`config.mk`:
```
export PLATFORM = sky130hd
export DESIGN_NAME = flashProgCtl
export DESIGN_NICKNAME = d
export VERILOG_FILES = /design/src/rtl/flashProgPkg.sv /design/src/rtl/flashProgCtrl.sv /design/src/rtl/flashProgData.sv /design/src/rtl/flashProgCtl.sv
export SDC_FILE = /design/constraint.sdc
export NUM_CORES = 1
export LEC_CHECK = 0
export BUFFER_PORTS_ARGS = -buffer_cell sky130_fd_sc_hd__buf_2
export CAP_MARGIN = 20
export CORE_AREA = 2 2 209 211
export CTS_CLUSTER_SIZE = 25
export DETAILED_ROUTE_END_ITERATION = 8
export DIE_AREA = 0 0 211 213
export HOLD_SLACK_MARGIN = 0.06
export PLACE_DENSITY = 0.89
export RECOVER_POWER = 25
export SYNTH_ARGS = -nofsm -noshare
export SYNTH_HDL_FRONTEND = slang
export SYNTH_SLANG_ARGS = --single-unit
```
`constraint.sdc`:
```
create_clock -name clk -period 8.35 [get_ports clk]
set_input_delay 1.2525 -clock clk [delete_from_list [all_inputs] [get_ports clk]]
set_output_delay 1.2525 -clock clk [all_outputs]
set_load 0.03 [all_outputs]
```
`src/rtl/flashProgPkg.sv`:
```
package flashProgPkg;

  typedef enum logic [1:0] {
    PH_IDLE  = 2'd0,
    PH_PROG  = 2'd1,
    PH_ERASE = 2'd2,
    PH_LOCK  = 2'd3
  } phase_e;

  typedef enum logic [1:0] {
    SEC_CODE = 2'b00,
    SEC_LOCK = 2'b01,
    SEC_INFO = 2'b10,
    SEC_NONE = 2'b11
  } section_e;

  localparam logic [7:0] CMD_NOP        = 8'h00;
  localparam logic [7:0] CMD_CHIP_ERASE = 8'h10;

  // Strobes from the control to the datapath
  typedef struct packed {
    logic storeByte;   // latch busWdata into buffer slot fillIdx
    logic firstByte;   // capture the pair base from this write
    logic commitProg;  // AND buffer into the addressed pair
    logic wipeCode;    // set every code word to all ones
    logic wipeLock;    // restore the lock byte to all ones
  } nvmStrobe_t;

endpackage

```
`src/rtl/flashProgCtrl.sv`:
```
module flashProgCtrl
  import flashProgPkg::*;
#(
  parameter int PROG_CYCLES  = 8,
  parameter int ERASE_CYCLES = 32
) (
  input  logic       clk,
  input  logic       rstN,
  input  logic       busSel,
  input  logic       busWe,
  input  logic       byteHi,
  input  section_e   section,
  input  logic       cmdWe,
  input  logic [7:0] cmdData,
  output nvmStrobe_t strobe,
  output logic [1:0] fillIdx,
  output logic       busy
);

  localparam int LONGEST = (PROG_CYCLES > ERASE_CYCLES) ? PROG_CYCLES : ERASE_CYCLES;
  localparam int CNT_W   = $clog2(LONGEST + 1);

  phase_e           phase;
  logic [CNT_W-1:0] cnt;
  logic [7:0]       cmdReg;
  logic [1:0]       fill;

  logic idle, codeWrite, ceArmed, orderOk, fillWrite, startErase;
  logic lastByte, cmdAccept, cmdValid, clearFill;

  always_comb begin
    idle       = (phase == PH_IDLE);
    codeWrite  = busSel && busWe && (section == SEC_CODE) && idle;
    ceArmed    = (cmdReg == CMD_CHIP_ERASE);
    orderOk    = (byteHi == fill[0]);
    startErase = codeWrite && ceArmed && byteHi;
    fillWrite  = codeWrite && !ceArmed;
    cmdAccept  = cmdWe && idle;
    cmdValid   = (cmdData == CMD_NOP) || (cmdData == CMD_CHIP_ERASE);

    strobe            = '0;
    strobe.storeByte  = fillWrite && orderOk;
    strobe.firstByte  = fillWrite && orderOk && (fill == 2'd0);
    strobe.commitProg = (phase == PH_PROG) && (cnt == '0);
    strobe.wipeCode   = (phase == PH_ERASE) && (cnt == '0);
    strobe.wipeLock   = (phase == PH_LOCK);

    lastByte  = strobe.storeByte && (fill == 2'd3);
    clearFill = (fillWrite && !orderOk) || (cmdAccept && !cmdValid) || startErase;
  end

  assign fillIdx = fill;
  assign busy    = !idle;

  always_ff @(posedge clk) begin
    if (!rstN) begin
      fill   <= 2'd0;
      cmdReg <= CMD_NOP;
      phase  <= PH_IDLE;
      cnt    <= '0;
    end else begin
      if (clearFill)             fill <= 2'd0;
      else if (strobe.storeByte) fill <= fill + 2'd1;

      if (cmdAccept)       cmdReg <= cmdValid ? cmdData : CMD_NOP;
      else if (startErase) cmdReg <= CMD_NOP;

      unique case (phase)
        PH_IDLE: begin
          if (lastByte) begin
            phase <= PH_PROG;
            cnt   <= CNT_W'(PROG_CYCLES - 1);
          end else if (startErase) begin
            phase <= PH_ERASE;
            cnt   <= CNT_W'(ERASE_CYCLES - 1);
          end
        end
        PH_PROG: begin
          if (cnt == '0) phase <= PH_IDLE;
          else           cnt   <= cnt - 1'b1;
        end
        PH_ERASE: begin
          if (cnt == '0) phase <= PH_LOCK;
          else           cnt   <= cnt - 1'b1;
        end
        PH_LOCK: phase <= PH_IDLE;
        default: phase <= PH_IDLE;
      endcase
    end
  end

endmodule

```
`src/rtl/flashProgData.sv`:
```
module flashProgData
  import flashProgPkg::*;
#(
  parameter int         PAGES          = 8,
  parameter int         WORDS_PER_PAGE = 4,
  parameter int         INFO_BYTES     = 4,
  parameter logic [7:0] INFO_SEED      = 8'h5A,
  parameter logic [7:0] LOCK_INIT      = 8'hFC,
  parameter int         ADDR_W         = 8
) (
  input  logic              clk,
  input  logic              rstN,
  input  nvmStrobe_t        strobe,
  input  logic [1:0]        fillIdx,
  input  logic              busy,
  input  section_e          section,
  input  logic              busSel,
  input  logic              busWe,
  input  logic [ADDR_W-1:0] busAddr,
  input  logic [7:0]        busWdata,
  output logic [7:0]        busRdata,
  output logic              rdValid,
  output logic              readErr
);

  localparam int WORD_BITS = $clog2(WORDS_PER_PAGE);
  localparam int PAGE_BITS = $clog2(PAGES);
  localparam int WIDX_W    = WORD_BITS + PAGE_BITS;
  localparam int NUM_WORDS = PAGES * WORDS_PER_PAGE;
  localparam int INFO_AW   = $clog2(INFO_BYTES);

  logic [15:0]       mem [NUM_WORDS];
  logic [7:0]        bufB [4];
  logic [WIDX_W-1:0] base;
  logic [7:0]        lockByte;

  logic [PAGE_BITS-1:0] pageNum;
  logic [WORD_BITS-1:0] wordNum;
  logic [WIDX_W-1:0]    wordIdx;
  logic [15:0]          curWord;
  logic                 readNow;

  assign pageNum = busAddr[WIDX_W:WORD_BITS+1];
  assign wordNum = busAddr[WORD_BITS:1];
  assign wordIdx = {pageNum, wordNum};
  assign curWord = mem[wordIdx];
  assign readNow = busSel && !busWe;

  // Staging buffer and pair base
  always_ff @(posedge clk) begin
    if (!rstN) begin
      base <= '0;
      for (int k = 0; k < 4; k++) bufB[k] <= 8'h00;
    end else if (strobe.storeByte) begin
      bufB[fillIdx] <= busWdata;
      if (strobe.firstByte) base <= {wordIdx[WIDX_W-1:1], 1'b0};
    end
  end

  // Code array: program ANDs, erase sets to ones
  always_ff @(posedge clk) begin
    if (!rstN) begin
      for (int i = 0; i < NUM_WORDS; i++) mem[i] <= 16'hFFFF;
    end else begin
      for (int i = 0; i < NUM_WORDS; i++) begin
        if (strobe.wipeCode)
          mem[i] <= 16'hFFFF;
        else if (strobe.commitProg && ((WIDX_W'(i) >> 1) == (base >> 1)))
          mem[i] <= mem[i] & ((i % 2 == 1) ? {bufB[3], bufB[2]} : {bufB[1], bufB[0]});
      end
    end
  end

  always_ff @(posedge clk) begin
    if (!rstN)               lockByte <= LOCK_INIT;
    else if (strobe.wipeLock) lockByte <= 8'hFF;
  end

  // Registered byte read
  always_ff @(posedge clk) begin
    if (!rstN) begin
      busRdata <= 8'h00;
      rdValid  <= 1'b0;
      readErr  <= 1'b0;
    end else begin
      rdValid <= readNow;
      if (readNow) begin
        unique case (section)
          SEC_CODE: begin
            if (busy) begin
              busRdata <= 8'hFF;
              readErr  <= 1'b1;
            end else begin
              busRdata <= busAddr[0] ? curWord[15:8] : curWord[7:0];
            end
          end
          SEC_LOCK: busRdata <= lockByte;
          SEC_INFO: busRdata <= INFO_SEED + 8'(busAddr[INFO_AW-1:0]);
          default:  busRdata <= 8'hFF;
        endcase
      end
    end
  end

endmodule

```
`src/rtl/flashProgCtl.sv`:
```
module flashProgCtl
  import flashProgPkg::*;
#(
  parameter int         PAGES          = 8,
  parameter int         WORDS_PER_PAGE = 4,
  parameter int         PROG_CYCLES    = 8,
  parameter int         ERASE_CYCLES   = 32,
  parameter int         INFO_BYTES     = 4,
  parameter logic [7:0] INFO_SEED      = 8'h5A,
  parameter logic [7:0] LOCK_INIT      = 8'hFC,
  parameter int         ADDR_W         = 3 + $clog2(WORDS_PER_PAGE) + $clog2(PAGES)
) (
  input  logic              clk,
  input  logic              rstN,
  input  logic              busSel,
  input  logic              busWe,
  input  logic [ADDR_W-1:0] busAddr,
  input  logic [7:0]        busWdata,
  output logic [7:0]        busRdata,
  output logic              rdValid,
  input  logic              cmdWe,
  input  logic [7:0]        cmdData,
  output logic              busy,
  output logic              readErr
);

  section_e   secSel;
  nvmStrobe_t strobe;
  logic [1:0] fillIdx;

  assign secSel = section_e'(busAddr[ADDR_W-1 -: 2]);

  flashProgCtrl #(
    .PROG_CYCLES (PROG_CYCLES),
    .ERASE_CYCLES(ERASE_CYCLES)
  ) uCtrl (
    .clk    (clk),
    .rstN   (rstN),
    .busSel (busSel),
    .busWe  (busWe),
    .byteHi (busAddr[0]),
    .section(secSel),
    .cmdWe  (cmdWe),
    .cmdData(cmdData),
    .strobe (strobe),
    .fillIdx(fillIdx),
    .busy   (busy)
  );

  flashProgData #(
    .PAGES         (PAGES),
    .WORDS_PER_PAGE(WORDS_PER_PAGE),
    .INFO_BYTES    (INFO_BYTES),
    .INFO_SEED     (INFO_SEED),
    .LOCK_INIT     (LOCK_INIT),
    .ADDR_W        (ADDR_W)
  ) uData (
    .clk     (clk),
    .rstN    (rstN),
    .strobe  (strobe),
    .fillIdx (fillIdx),
    .busy    (busy),
    .section (secSel),
    .busSel  (busSel),
    .busWe   (busWe),
    .busAddr (busAddr),
    .busWdata(busWdata),
    .busRdata(busRdata),
    .rdValid (rdValid),
    .readErr (readErr)
  );

endmodule

```
==> results.toml <==
[global_routing]
grt_pass1_vias = 18710
grt_antenna_before_repair = 0
grt_max_degree = 97
grt_use_total_pct = 32.0
grt-ovfl-total = 0
grt_pass1_wl_microns = 108000

[clocking]
cts_root_buffer = "clkbuf_16"
cts_resized = 0
cts_buffers = 56
htreeDepth = 2
postCtsSetupRepairBufs = 0
path_clk_slew_ns = 0.06
cts_tree = "built"
cts_max_path_buffers = 3
cts_hold_buf = 0
clock_latency_ns = 0.63
cts.sinks = 577

[yosys]
synth_seq_cells = 577
post-synth-top-count-cell = "nand2_1"
synth_common_cells = "nand2_1 (560), edfxtp_1 (544), a21o_1 (257)"
synth_seq_area_share_pct = 62.0
synth_cell_types = 64
netlist_area_sq_mm = 0.0274
syn_avg_cell_area_sq_um = 12.8
async_flop_share_pct = 0
syn_inst = 2150
synth_edf_count = 544
synth-warning-count = 0
netlist.area_leader.share_pct = 59.6
synth_top_area_cell = "edfxtp_1"
ys.flop_type = "edfxtp_1"
yosys-top-cells-area = "edfxtp_1 (60%), nand2_1 (7.7%), a21o_1 (7.0%), mux4_2 (5.6%), mux2i_1 (4.1%)"
synthesis.nets = 2192

[sta]
period_share_pct = 59.8
min_period_ns = 4.99
grt_setup_unrepaired = "false"
worst_slew_pin_slew_ns = 2.39
fin_setup_tns_ns = 0
finalClockSkew_ns = 0.0189
final_max_slew_viol_count = 323
finalHoldViolCount = 0
slew_headroom_pct = -59.4
setup_viol = 0
holdWs_ns = 0.491
setup_ws_ns = 3.36
fmax_mhz = 200

[drt]
viasPerCell = 7.06
drtAntennaViolNets = 0
dr.pass1.iters = 8
vias = 19049
post_drt_wl_per_cell_microns = 26.9
drt_drc_violations_left = 0
route.layer.met1.wl_microns = 25200
dr_wl_met2_microns = 34100
routed-wl-met3_microns = 9460
drt_iter0_drc = 3076
drt_wl_total_microns = 72500
top_layer = "met4"

[placement]
port_buffers = 39
dpl.hpwl_microns = 43600
dp_slack_ns = 3.87
dpl-instance-area_sq_mm = 0.0278
placed_cells = 2585
gp_congestion = 0.897

[critical_path]
critPathLaunchType = "primary input"
reg2regPathDepth = 6
r2r-end = "uData.mem[29][12]"
rrSetupSlack_ns = 4.30
path_max_fanout = 44
rr_startpoint = "uCtrl.cnt[0]"
setup.worst_path.end_class = "flop"
critPathRequiredTime_ns = 8.63
crit_arrival_ns = 5.27
critical_path_class = "primary input to flop"

[layout]
layout-drive-gt1-share_pct = 11.4
final_area_sq_mm = 0.0298
nets = 2147
final_core_util_pct = 69.7
stdcell_count = 2699
area_growth_pct = 8.50

[floorplanning]
num_rows = 76
dieHeight_microns = 213
pin_count = 40
die_x_microns = 211
start_util_pct = 64.2
dieArea_sq_mm = 0.0449
design.core.area_sq_mm = 0.0427

[worst_hold_path]
hp-class = "flop to flop"
whs_endpoint = "uCtrl.cmdReg[4]"
min_from = "uCtrl.cmdReg[4]"
hold_path_depth = 2

[power]
leakagePower_nw = 8.60
ir_drop_mv = 0.179
fin_total_pwr_mw = 6.08
power_density_mw_per_mm2 = 204

[flow_run]
maxCapViolations = 11

[run_status]
status = "finished with violations"
violations = "capacitance limit, slew limit"
-- routing by layer --
metal | vias up | track usage, %
met5 | - | 0
met4 | 0 | 15.3
met3 | 283 | 6.60
met2 | 1642 | 51.5
met1 | 9319 | 42.2
li1 | 7805 | -
-- cells in the final DEF, fill, tap and decap left out, drive strengths merged, types with 13 or more instances in the layout --
cell / Yosys / routed
and2: 40 / 40
mux2i: 112 / 112
clkinv: 0 / 20
edfxtp: 544 / 544
nor2b: 17 / 17
nand2: 560 / 560
nand3: 21 / 21
mux4: 81 / 81
buf: 86 / 52
nor2: 59 / 59
dfxtp: 33 / 33
clkbuf: 89 / 94
o21ai: 33 / 33
ha: 13 / 13
a21oi: 27 / 27
inv: 15 / 17
a21o: 257 / 257
a22oi: 42 / 42
-- flip-flops by register name, summed over array words and instances (netlist names) --
name	flops
uData.lockByte	1
uCtrl.fillIdx	2
uCtrl.cmdReg	8
uData.base	4
uData.readErr	1
uCtrl.cnt	6
uData.rdValid	1
uData.busRdata	8
uData.bufB	32
uData.mem	512
uCtrl.phase	2
-- where the power goes --
part | switching, mW | internal (mW) | total [mW]
Clock | 1.11 | 1.49 | 2.60
Combinational | 0.194 | 0.0744 | 0.268
Sequential | 0.0503 | 3.16 | 3.21
Total | 1.35 | 4.73 | 6.08
-- logic make-up (layout without fill, tap and decap cells) --
logic type	Yosys count	after routing	share of synthesized area, %
buffers and inverters	190	192	3.60
AND/OR/NAND/NOR	757	757	11.8
flip-flops	577	577	62.0
adder cells (fa/ha/maj)	13	13	0.593
XOR/XNOR	1	1	0.0319
AO/OA/AOI/OAI	417	417	11.0
multiplexers	195	195	11.0
other	0	1	0
-- how the worst max path moves through the flow --
stage / start / to / cells after the start
finish: rstN / uData.mem[7][9] / 6
global route: rstN / uData.mem[7][9] / 6
CTS: busAddr[6] / uData.bufB[0][7] / 9
detailed placement: busAddr[6] / uData.bufB[0][7] / 9
global placement: rstN / uData.mem[15][3] / 5
floorplan: uCtrl.phase[1] / uData.mem[22][0] / 5
-- worst max-delay path: stages --
cell	delay, ns
clkbuf_1	1.22
o21ai_0	0.47
or2_0	0.53
nor2_2	0.15
clkbuf_1	1.42
nand2_1	0.18
-- final cells by class --
class / instances / area [sq um]
Clock inverter: 31 / 344
Fill cell: 2594 / 12900
Tap cell: 546 / 683
Sequential cell: 577 / 17000
Timing Repair Buffer: 72 / 583
Clock buffer: 74 / 1510
Antenna cell: 1 / 2.50
Inverter: 15 / 56.3
Multi-Input combinational cell: 1383 / 9580
Power figures use the tool's default switching activity.
